**src/rtl/irq_arb_pkg.sv**
```systemverilog
package irq_arb_pkg;

    localparam int LVL_W = 2;

    localparam logic [LVL_W-1:0] LVL_NONE = 2'd0;
    localparam logic [LVL_W-1:0] LVL_LOW  = 2'd1;
    localparam logic [LVL_W-1:0] LVL_HIGH = 2'd2;
    localparam logic [LVL_W-1:0] LVL_TOP  = 2'd3;

    typedef enum logic [1:0] {
        ST_READY  = 2'd0,
        ST_ACCEPT = 2'd1,
        ST_WAIT   = 2'd2
    } arb_state_e;

    // Source-to-vector routing; several sources may fold onto one vector.
    function automatic int src_vec(input int s);
        case (s)
            0:       return 0;
            1:       return 1;
            2, 3, 4: return 2;
            5:       return 3;
            6:       return 4;
            7:       return 7;
            8, 9, 10: return 8;
            11:      return 9;
            default: return s % 10;
        endcase
    endfunction

endpackage

```
**src/rtl/irq_src_gather.sv**
```systemverilog
module irq_src_gather
    import irq_arb_pkg::*;
#(
    parameter int NUM_SRC = 12,
    parameter int NUM_VEC = 10
) (
    input  logic [NUM_SRC-1:0] src_req,
    input  logic [NUM_SRC-1:0] src_en,
    output logic [NUM_VEC-1:0] pend
);

    always_comb begin
        pend = '0;
        for (int v = 0; v < NUM_VEC; v++) begin
            for (int s = 0; s < NUM_SRC; s++) begin
                if (src_vec(s) == v) begin
                    pend[v] = pend[v] | (src_req[s] & src_en[s]);
                end
            end
        end
    end

endmodule

```
**src/rtl/irq_vec_pick.sv**
```systemverilog
module irq_vec_pick
    import irq_arb_pkg::*;
#(
    parameter int NUM_VEC  = 10,
    parameter int TOP_VECS = 2,
    localparam int IDX_W   = $clog2(NUM_VEC)
) (
    input  logic               clk,
    input  logic               rst_n,
    input  logic [NUM_VEC-1:0] pend,
    input  logic [NUM_VEC-1:0] lvl_sel,
    output logic               win_valid,
    output logic [IDX_W-1:0]   win_idx,
    output logic [LVL_W-1:0]   win_lvl
);

    logic [LVL_W-1:0] vlvl [NUM_VEC];

    for (genvar g = 0; g < NUM_VEC; g++) begin : g_lvl
        if (g < TOP_VECS) begin : g_top
            assign vlvl[g] = !pend[g] ? LVL_NONE : (lvl_sel[g] ? LVL_TOP : LVL_LOW);
        end else begin : g_high
            assign vlvl[g] = !pend[g] ? LVL_NONE : (lvl_sel[g] ? LVL_HIGH : LVL_LOW);
        end

        // No pending vector may outrank the chosen one.
        assert_no_better_R5: assert property (@(posedge clk) disable iff (!rst_n)
            !(vlvl[g] > win_lvl));
        // A same-level competitor must not sit at a lower index.
        assert_tie_low_R6: assert property (@(posedge clk) disable iff (!rst_n)
            (win_valid && vlvl[g] == win_lvl) |-> (win_idx <= IDX_W'(g)));
    end

    // Scan from the top index down; ">=" lets a lower index take a tie.
    always_comb begin
        win_lvl = LVL_NONE;
        win_idx = '0;
        for (int v = NUM_VEC - 1; v >= 0; v--) begin
            if (vlvl[v] != LVL_NONE && vlvl[v] >= win_lvl) begin
                win_lvl = vlvl[v];
                win_idx = IDX_W'(v);
            end
        end
        win_valid = (win_lvl != LVL_NONE);
    end

    assert_win_pending_R2: assert property (@(posedge clk) disable iff (!rst_n)
        win_valid |-> pend[win_idx]);

endmodule

```
**src/rtl/irq_lvl_stack.sv**
```systemverilog
module irq_lvl_stack
    import irq_arb_pkg::*;
#(
    parameter int DEPTH   = 3,
    localparam int CNT_W  = $clog2(DEPTH + 1),
    localparam int IDX_W  = (DEPTH > 1) ? $clog2(DEPTH) : 1
) (
    input  logic             clk,
    input  logic             rst_n,
    input  logic             push,
    input  logic             pop,
    input  logic [LVL_W-1:0] din,
    output logic [LVL_W-1:0] top,
    output logic             empty,
    output logic             full
);

    logic [LVL_W-1:0] mem [DEPTH];
    logic [CNT_W-1:0] cnt_q;
    logic [CNT_W-1:0] tidx;

    assign empty = (cnt_q == '0);
    assign full  = (cnt_q == CNT_W'(DEPTH));
    assign tidx  = cnt_q - 1'b1;
    assign top   = empty ? LVL_NONE : mem[tidx[IDX_W-1:0]];

    always_ff @(posedge clk) begin
        if (!rst_n) begin
            cnt_q <= '0;
            for (int i = 0; i < DEPTH; i++) begin
                mem[i] <= LVL_NONE;
            end
        end else if (pop) begin
            cnt_q <= cnt_q - 1'b1;
        end else if (push) begin
            mem[cnt_q[IDX_W-1:0]] <= din;
            cnt_q <= cnt_q + 1'b1;
        end
    end

    assert_no_overflow_R11: assert property (@(posedge clk) disable iff (!rst_n)
        push |-> !full);
    assert_no_underflow_R10: assert property (@(posedge clk) disable iff (!rst_n)
        pop |-> !empty);
    assert_push_grows_R11: assert property (@(posedge clk) disable iff (!rst_n)
        (push && !pop) |=> (cnt_q == $past(cnt_q) + 1'b1));

endmodule

```
**src/rtl/irq_nest_arb.sv**
```systemverilog
module irq_nest_arb
    import irq_arb_pkg::*;
#(
    parameter int NUM_SRC     = 12,
    parameter int NUM_VEC     = 10,
    parameter int TOP_VECS    = 2,
    parameter int STACK_DEPTH = 3,
    parameter int ADDR_W      = 16,
    parameter int VEC_BASE    = 3,
    parameter int VEC_STEP    = 8,
    localparam int IDX_W      = $clog2(NUM_VEC)
) (
    input  logic                clk,
    input  logic                rst_n,
    input  logic [NUM_SRC-1:0]  src_req,
    input  logic [NUM_SRC-1:0]  src_en,
    input  logic [NUM_VEC-1:0]  lvl_sel,
    input  logic                cpu_ready,
    input  logic                reti,
    output logic                accept,
    output logic [ADDR_W-1:0]   vec_addr,
    output logic [LVL_W-1:0]    active_lvl
);

    arb_state_e       state_q, state_d;
    logic [NUM_VEC-1:0] pend;
    logic               win_valid;
    logic [IDX_W-1:0]   win_idx;
    logic [LVL_W-1:0]   win_lvl;
    logic [LVL_W-1:0]   stk_top;
    logic               stk_empty, stk_full;
    logic               take, pop;
    logic [LVL_W-1:0]   act_q;
    logic [IDX_W-1:0]   idx_q;

    irq_src_gather #(.NUM_SRC(NUM_SRC), .NUM_VEC(NUM_VEC)) gather_i (
        .src_req (src_req),
        .src_en  (src_en),
        .pend    (pend)
    );

    irq_vec_pick #(.NUM_VEC(NUM_VEC), .TOP_VECS(TOP_VECS)) pick_i (
        .clk       (clk),
        .rst_n     (rst_n),
        .pend      (pend),
        .lvl_sel   (lvl_sel),
        .win_valid (win_valid),
        .win_idx   (win_idx),
        .win_lvl   (win_lvl)
    );

    irq_lvl_stack #(.DEPTH(STACK_DEPTH)) stack_i (
        .clk   (clk),
        .rst_n (rst_n),
        .push  (take),
        .pop   (pop),
        .din   (act_q),
        .top   (stk_top),
        .empty (stk_empty),
        .full  (stk_full)
    );

    assign pop  = reti && !stk_empty;
    assign take = (state_q == ST_READY) && !reti && win_valid
                  && (win_lvl > act_q) && !stk_full;

    // State register
    always_ff @(posedge clk) begin
        if (!rst_n) begin
            state_q <= ST_READY;
            act_q   <= LVL_NONE;
            idx_q   <= '0;
        end else begin
            state_q <= state_d;
            if (take) begin
                act_q <= win_lvl;
                idx_q <= win_idx;
            end else if (pop) begin
                act_q <= stk_top;
            end
        end
    end

    // Next state
    always_comb begin
        state_d = state_q;
        unique case (state_q)
            ST_READY:  if (take) state_d = ST_ACCEPT;
            ST_ACCEPT: state_d = ST_WAIT;
            ST_WAIT:   if (cpu_ready) state_d = ST_READY;
            default:   state_d = ST_READY;
        endcase
    end

    // Outputs
    always_comb begin
        accept     = (state_q == ST_ACCEPT);
        active_lvl = act_q;
        vec_addr   = ADDR_W'(VEC_BASE) + ADDR_W'(idx_q) * ADDR_W'(VEC_STEP);
    end

    assert_accept_pulse_R8: assert property (@(posedge clk) disable iff (!rst_n)
        accept |=> !accept);
    assert_accept_raises_R4: assert property (@(posedge clk) disable iff (!rst_n)
        accept |-> (active_lvl > $past(active_lvl)));
    assert_ready_gate_R9: assert property (@(posedge clk) disable iff (!rst_n)
        (state_q == ST_WAIT && !cpu_ready) |=> !accept);
    assert_reti_lowers_R10: assert property (@(posedge clk) disable iff (!rst_n)
        pop |=> (active_lvl < $past(active_lvl)));
    assert_vec_align_R7: assert property (@(posedge clk) disable iff (!rst_n)
        accept |-> (vec_addr[2:0] == 3'b011));

endmodule

```
**config.mk**
```make
export PLATFORM = sky130hd
export DESIGN_NAME = irq_nest_arb
export DESIGN_NICKNAME = d
export VERILOG_FILES = /design/src/rtl/irq_arb_pkg.sv /design/src/rtl/irq_src_gather.sv /design/src/rtl/irq_vec_pick.sv /design/src/rtl/irq_lvl_stack.sv /design/src/rtl/irq_nest_arb.sv
export SDC_FILE = /design/constraint.sdc
export NUM_CORES = 1
export LEC_CHECK = 0
export BUFFER_PORTS_ARGS = -buffer_cell sky130_fd_sc_hd__buf_2
export CAP_MARGIN = 40
export CORE_MARGIN = 2
export CORE_UTILIZATION = 45
export CTS_CLUSTER_SIZE = 14
export DETAILED_ROUTE_END_ITERATION = 8
export PLACE_DENSITY = 0.79
export SYNTH_ARGS = -nofsm -noshare
export SYNTH_HDL_FRONTEND = slang
export SYNTH_SLANG_ARGS = --single-unit
```
**constraint.sdc**
```tcl
create_clock -name clk -period 17.7 [get_ports clk]
set_input_delay 0.885 -clock clk [delete_from_list [all_inputs] [get_ports clk]]
set_output_delay 0.885 -clock clk [all_outputs]
set_load 0.02 [all_outputs]
```
* After elaboration in Yosys (flattened, before gate mapping)
Memory sizes are Yosys's and may differ from the RTL's. Index checks and enable logic that the tools add are counted.
Storage, ports and cells: register bits after elaboration 10, memory bits (writable) 6, input port bits 38, output and inout port bits 19, word-level logic and storage cells 116, memories kept 1
Memories:
- stack_i.mem | depth 3, bits a word 2, read ports 1, clocked after Yosys merged registers in 0, wr ports 3, RTL line irq_lvl_stack.sv:18 | logic [LVL_W-1:0] mem [DEPTH];
Cells by class: add/sub/neg operators 3, $lt $le $gt $ge 9, equality and inequality tests 5, multiplexer cells 48, bitwise operators 16, reductions and logical operators 30
Operator list (count):
- $mux 2 | 33
- $mux 4 | 8
- $reduce_bool 2->1 | 10
- $ge 2x2->1 | 7
- $logic_and 1x1->1 | 13
- $and 1x1->1 | 12
- $add 2x7->8 const A | 1
- $mux 1 | 6
- $pmux 2 s3 | 1
- $eq 2x2->1 const B | 2
- $logic_not 2->1 | 2
- $or 1x1->1 | 4
- $logic_not 1->1 | 3
- $add 2x1->2 const B | 1
- $eq 2x1->1 const B | 1
- $ge 2x1->1 const B | 1
- $gt 2x2->1 | 1
- $ne 2x1->1 const B | 1
- $ne 2x2->1 const B | 1
- $reduce_and 2->1 | 1
- $reduce_or 2->1 | 1
- $sub 2x1->2 const B | 1

* Logic depth before layout (Yosys ltp)
word-level depth 36, mapped depth 51

* Cells and area by module
A second synthesis with hierarchy kept.
Unflattened totals: cell total of the unflattened synthesis 247, area total of the unflattened synthesis 1996.9 um^2
By module, submodules not included:
- irq_vec_pick | instances 1, cells each 134, area an instance 883.3 um^2, seq. area each 0.0 um^2
- irq_lvl_stack | instances 1, cells each 42, area an instance 539.3 um^2, seq. area each 280.3 um^2
- irq_nest_arb | instances 1, cells each 58, area an instance 490.5 um^2, seq. area each 160.2 um^2
- irq_src_gather | instances 1, cells each 13, area an instance 83.8 um^2, seq. area each 0.0 um^2

* Worst setup path after synthesis
Ideal clock, no wire load.
kind input-to-reg, start in src_req[9], end mem stack_i.mem[0][0] (enable), setup time 0.313 ns, data arrival time 9.355 ns, required time 17.387 ns, path slack 8.031 ns, stages 50, path buffers 1, cells stage by stage a22oi_1 > nand2_1 > nand2_1 > ha_1 > o21bai_1 > nand2_1 > nand2_1 > o21ai_0 > ha_1 > nor3b_2 > nor2_1 > a211o_1 > nand3_1 > inv_1 > ha_1 > nand2b_1 > o211ai_1 > nand2_1 > [... 14 more ...] > inv_2 > ha_1 > nand2b_1 > nor2b_1 > a221oi_2 > o21ai_0 > ha_1 > nand2b_1 > nand3_1 > o21ai_0 > a311oi_2 > and2_1 > ha_1 > a21oi_1 > o21ai_1 > a21o_4 > buf_6 > o21ai_1
RTL lines:
- start: declaration | RTL line irq_nest_arb.sv:15 | input logic [NUM_SRC-1:0] src_req,
- end: declaration | RTL line irq_lvl_stack.sv:18

==> results.yml <==
floorplan:
  die_y_um: 67.9
  core-area_mm2: 0.00397
  std_cell_rows: 23
  initial_utilization: 0.463
  dieArea_mm2: 0.00461
  fp.dieW_um: 67.9
  pin_count: 57
timing:
  grt_setup_unrepaired: "false"
  hold_violations: 0
  fmax_mhz: 94.1
  relSlewSlack: 0.607
  fin_setup_tns_ns: 0
  fin_crit_sh: 0.601
  finalCriticalPeriod_ns: 10.63
  setup_viol: 0
  worst_pin_slew_ns: 0.589
  clock_skew_ns: 0.00342
  drv_slew: 0
run_status:
  run_status: "completed"
routing:
  drt-total-wl_mm: 3.83
  vias_per_cell: 5.39
  met3_length_um: 149
  wire_per_inst_um: 12.3
  first_iter_violations: 93
  num_vias: 1677
  wl_met1_mm: 1.61
  wl_met2_mm: 2.03
  drt-pass1-iter-count: 4
  antenna_left: 0
  highest_layer: "met4"
  drc: 0
clock_network:
  h-tree-depth: 1
  ctsRootBufferMaster: "clkbuf_8"
  cts_buffers: 3
  post_cts_resized: 0
  postCtsSetupBuffers: 0
  worstSkewPairLatency_ns: 0.25
  cts_buffer_depth: 2
  clk_pin_slew_ns: 0.07
  numClockSinks: 18
  cts_tree: "yes"
  hold_buffers: 0
power_and_ir_drop:
  sw_frac_of_total: 0.452
  p_total_mw: 0.220
  combPwrFrac: 0.582
  clockPowerShare: 0.134
  switching_power_mw: 0.0995
  power_frac_seq: 0.284
  p_leak_nw: 0.950
  intPower_mw: 0.121
  p_per_area_mw_per_mm2: 106
  max-vdd-ir-drop_mv: 0.0396
yosys:
  yosysSeqAreaShare: 0.240
  ys_warn_count: 0
  yosys_register_bits: 18
  synth_cell_types: 57
  synth_cells: 220
  syn_area_mm2: 0.00184
  synth_edf_count: 8
  async_flop_share: 0
  synth-main-ff-cell: "dfxtp_1"
  avgSynthCellArea_um2: 8.35
critical_path:
  cp_slowest_stage_delay_ns: 0.58
  rrSetupSlack_ns: 15.45
  cpMostUsedCell: "ha_1"
  critical_path_class: "in -> reg"
  setup.worst_path.start_class: "input port"
  crit_buf_inv: 3
  cp_slowest_cell: "o31ai_2"
  critPathRequiredTime_ns: 17.65
  critPathTopFamily: "compound AO/OA/AOI/OAI gates"
  cp_max_fo: 13
  worstPathArrival_ns: 10.59
  cp-end-kind: "register"
global_route:
  grt_pass1_vias: 1614
  grt_max_degree: 18
  grt_pass1_wl_mm: 6.58
  grt_use_total: 0.183
  grt_overflow: 0
  antenna_found_initial: 0
worst_hold_path:
  hp-class: "reg -> reg"
cells_and_area:
  area_growth_pct: 13.4
  diodes: 0
  seqCellArea_um2: 440
  finish.net_count: 318
  fillers: 386
  multiInputGateArea_mm2: 0.00126
  layout-drive-gt1-share: 0.253
placement:
  io_buffers: 42
  dpl.hpwl_mm: 3.12
  place.gp.congestion: 0.863
job:
  drv_cap: 0
[worst reg2reg max path, stage by stage, from the launching register on]
cell,delay [ns]
dfxtp_1,0.39
ha_1,0.22
or4_1,0.43
a21oi_1,0.15
o21ai_1,0.21
a21o_4,0.32
o21ai_1,0.22
[cell usage in the layout, fill, tap and decap left out, types with 2 or more instances in the layout]
cell type	netlist	final
buf_2	0	42
nand2_1	27	27
ha_1	18	18
inv_1	14	14
conb_1	2	14
nand3_1	12	12
nor2_1	10	10
o21ai_0	10	10
dfxtp_1	10	10
edfxtp_1	8	8
a21oi_1	6	6
o21ai_1	6	6
nor4_2	6	6
nand2b_1	5	5
mux2i_1	5	5
nor2b_1	4	4
and3_1	4	4
nand4_1	4	4
a22oi_1	3	3
or2_2	3	3
and2_1	3	3
nand3b_1	3	3
clkbuf_8	0	3
o211ai_1	2	2
clkinv_1	1	2
o21bai_1	2	2
a211o_1	2	2
or2_1	2	2
mux4_2	2	2
nor3_1	2	2
a31oi_1	2	2
[stage by stage]
| step | setup WS (ns) | utilization | area (µm²) | instances | hold slack [ns] |
|---|---|---|---|---|---|
| finish | 7.07 | 0.525 | 2080 | 311 | 0.459 |
| CTS | 7.16 | 0.525 | 2080 | 311 | 0.460 |
| global route | 6.02 | 0.525 | 2080 | 311 | 0.478 |
| global placement | 7.18 | 0.513 | 2040 | 307 | 0.445 |
| floorplan | 8.03 | - | 1880 | 232 | 0.472 |
| detailed placement | 6.93 | 0.513 | 2040 | 307 | 0.451 |
[power groups by stage]
| stage | clock network, mW | registers (mW) | logic (mW) |
|---|---|---|---|
| floorplan | 0 | 0.0657 | 0.0992 |
| detailed placement | 0 | 0.0639 | 0.126 |
| finish | 0.0295 | 0.0625 | 0.128 |
| global placement | 0 | 0.0631 | 0.122 |
| CTS | 0.0295 | 0.0630 | 0.128 |
| global route | 0.0308 | 0.0643 | 0.144 |
[final timing paths]
path | start | endpoint | cells after the start
max | src_req[9] | stack_i.mem[2][0] | 50
min | idx_q[2] | idx_q[2] | 2
max reg2reg | stack_i.cnt_q[0] | stack_i.mem[2][0] | 6
min reg2reg | idx_q[2] | idx_q[2] | 2
[layer usage]
metal | vias to the layer above | track usage
met1 | 767 | 0.205
met3 | 6 | 0.0296
met4 | 0 | 0.0425
met5 | - | 0
li1 | 865 | -
met2 | 39 | 0.357
[cell families after synthesis]
group | after synthesis | share of synthesized area
AND/OR/NAND/NOR | 94 | 0.294
AO/OA/AOI/OAI | 47 | 0.186
buffers and inverters | 33 | 0.0960
adder cells (fa/ha/maj) | 19 | 0.128
flip-flops | 18 | 0.240
multiplexers | 7 | 0.0518
other | 2 | 0.00409
[state kept, by name (all words and copies together), names as in the netlist]
name,cells
stack_i.cnt_q,2
active_lvl,2
state_q,2
idx_q,4
stack_i.mem,8
[layout make-up]
cell class / instances / area share
multi-input combinational: 181 / 0.607
sequential: 18 / 0.211
timing repair buffer: 42 / 0.101
tap: 50 / 0.0300
inverter: 16 / 0.0288
clock buffer: 3 / 0.0198
clock inverter: 1 / 0.00180
[cell usage after synthesis (2+ instances only)]
cell,count,share of area
nor2b_1,4,0.014
nor3_1,2,0.0054
mux2i_1,5,0.027
o21bai_1,2,0.0082
dfxtp_1,10,0.11
nor4_2,6,0.041
a31oi_1,2,0.0068
nor2_1,10,0.020
o21ai_0,10,0.027
or2_2,3,0.010
nand3b_1,3,0.012
o21ai_1,6,0.016
and2_1,3,0.010
or2_1,2,0.0068
a211o_1,2,0.0095
nand4_1,4,0.014
conb_1,2,0.0041
mux4_2,2,0.025
nand2b_1,5,0.017
nand3_1,12,0.033
inv_1,14,0.029
buf_4,12,0.049
and3_1,4,0.014
edfxtp_1,8,0.13
ha_1,18,0.12
nand2_1,27,0.055
o211ai_1,2,0.0082
a21oi_1,6,0.016
clkbuf_1,4,0.0082
a22oi_1,3,0.012
Note: power is estimated with default switching activity, not from simulation.
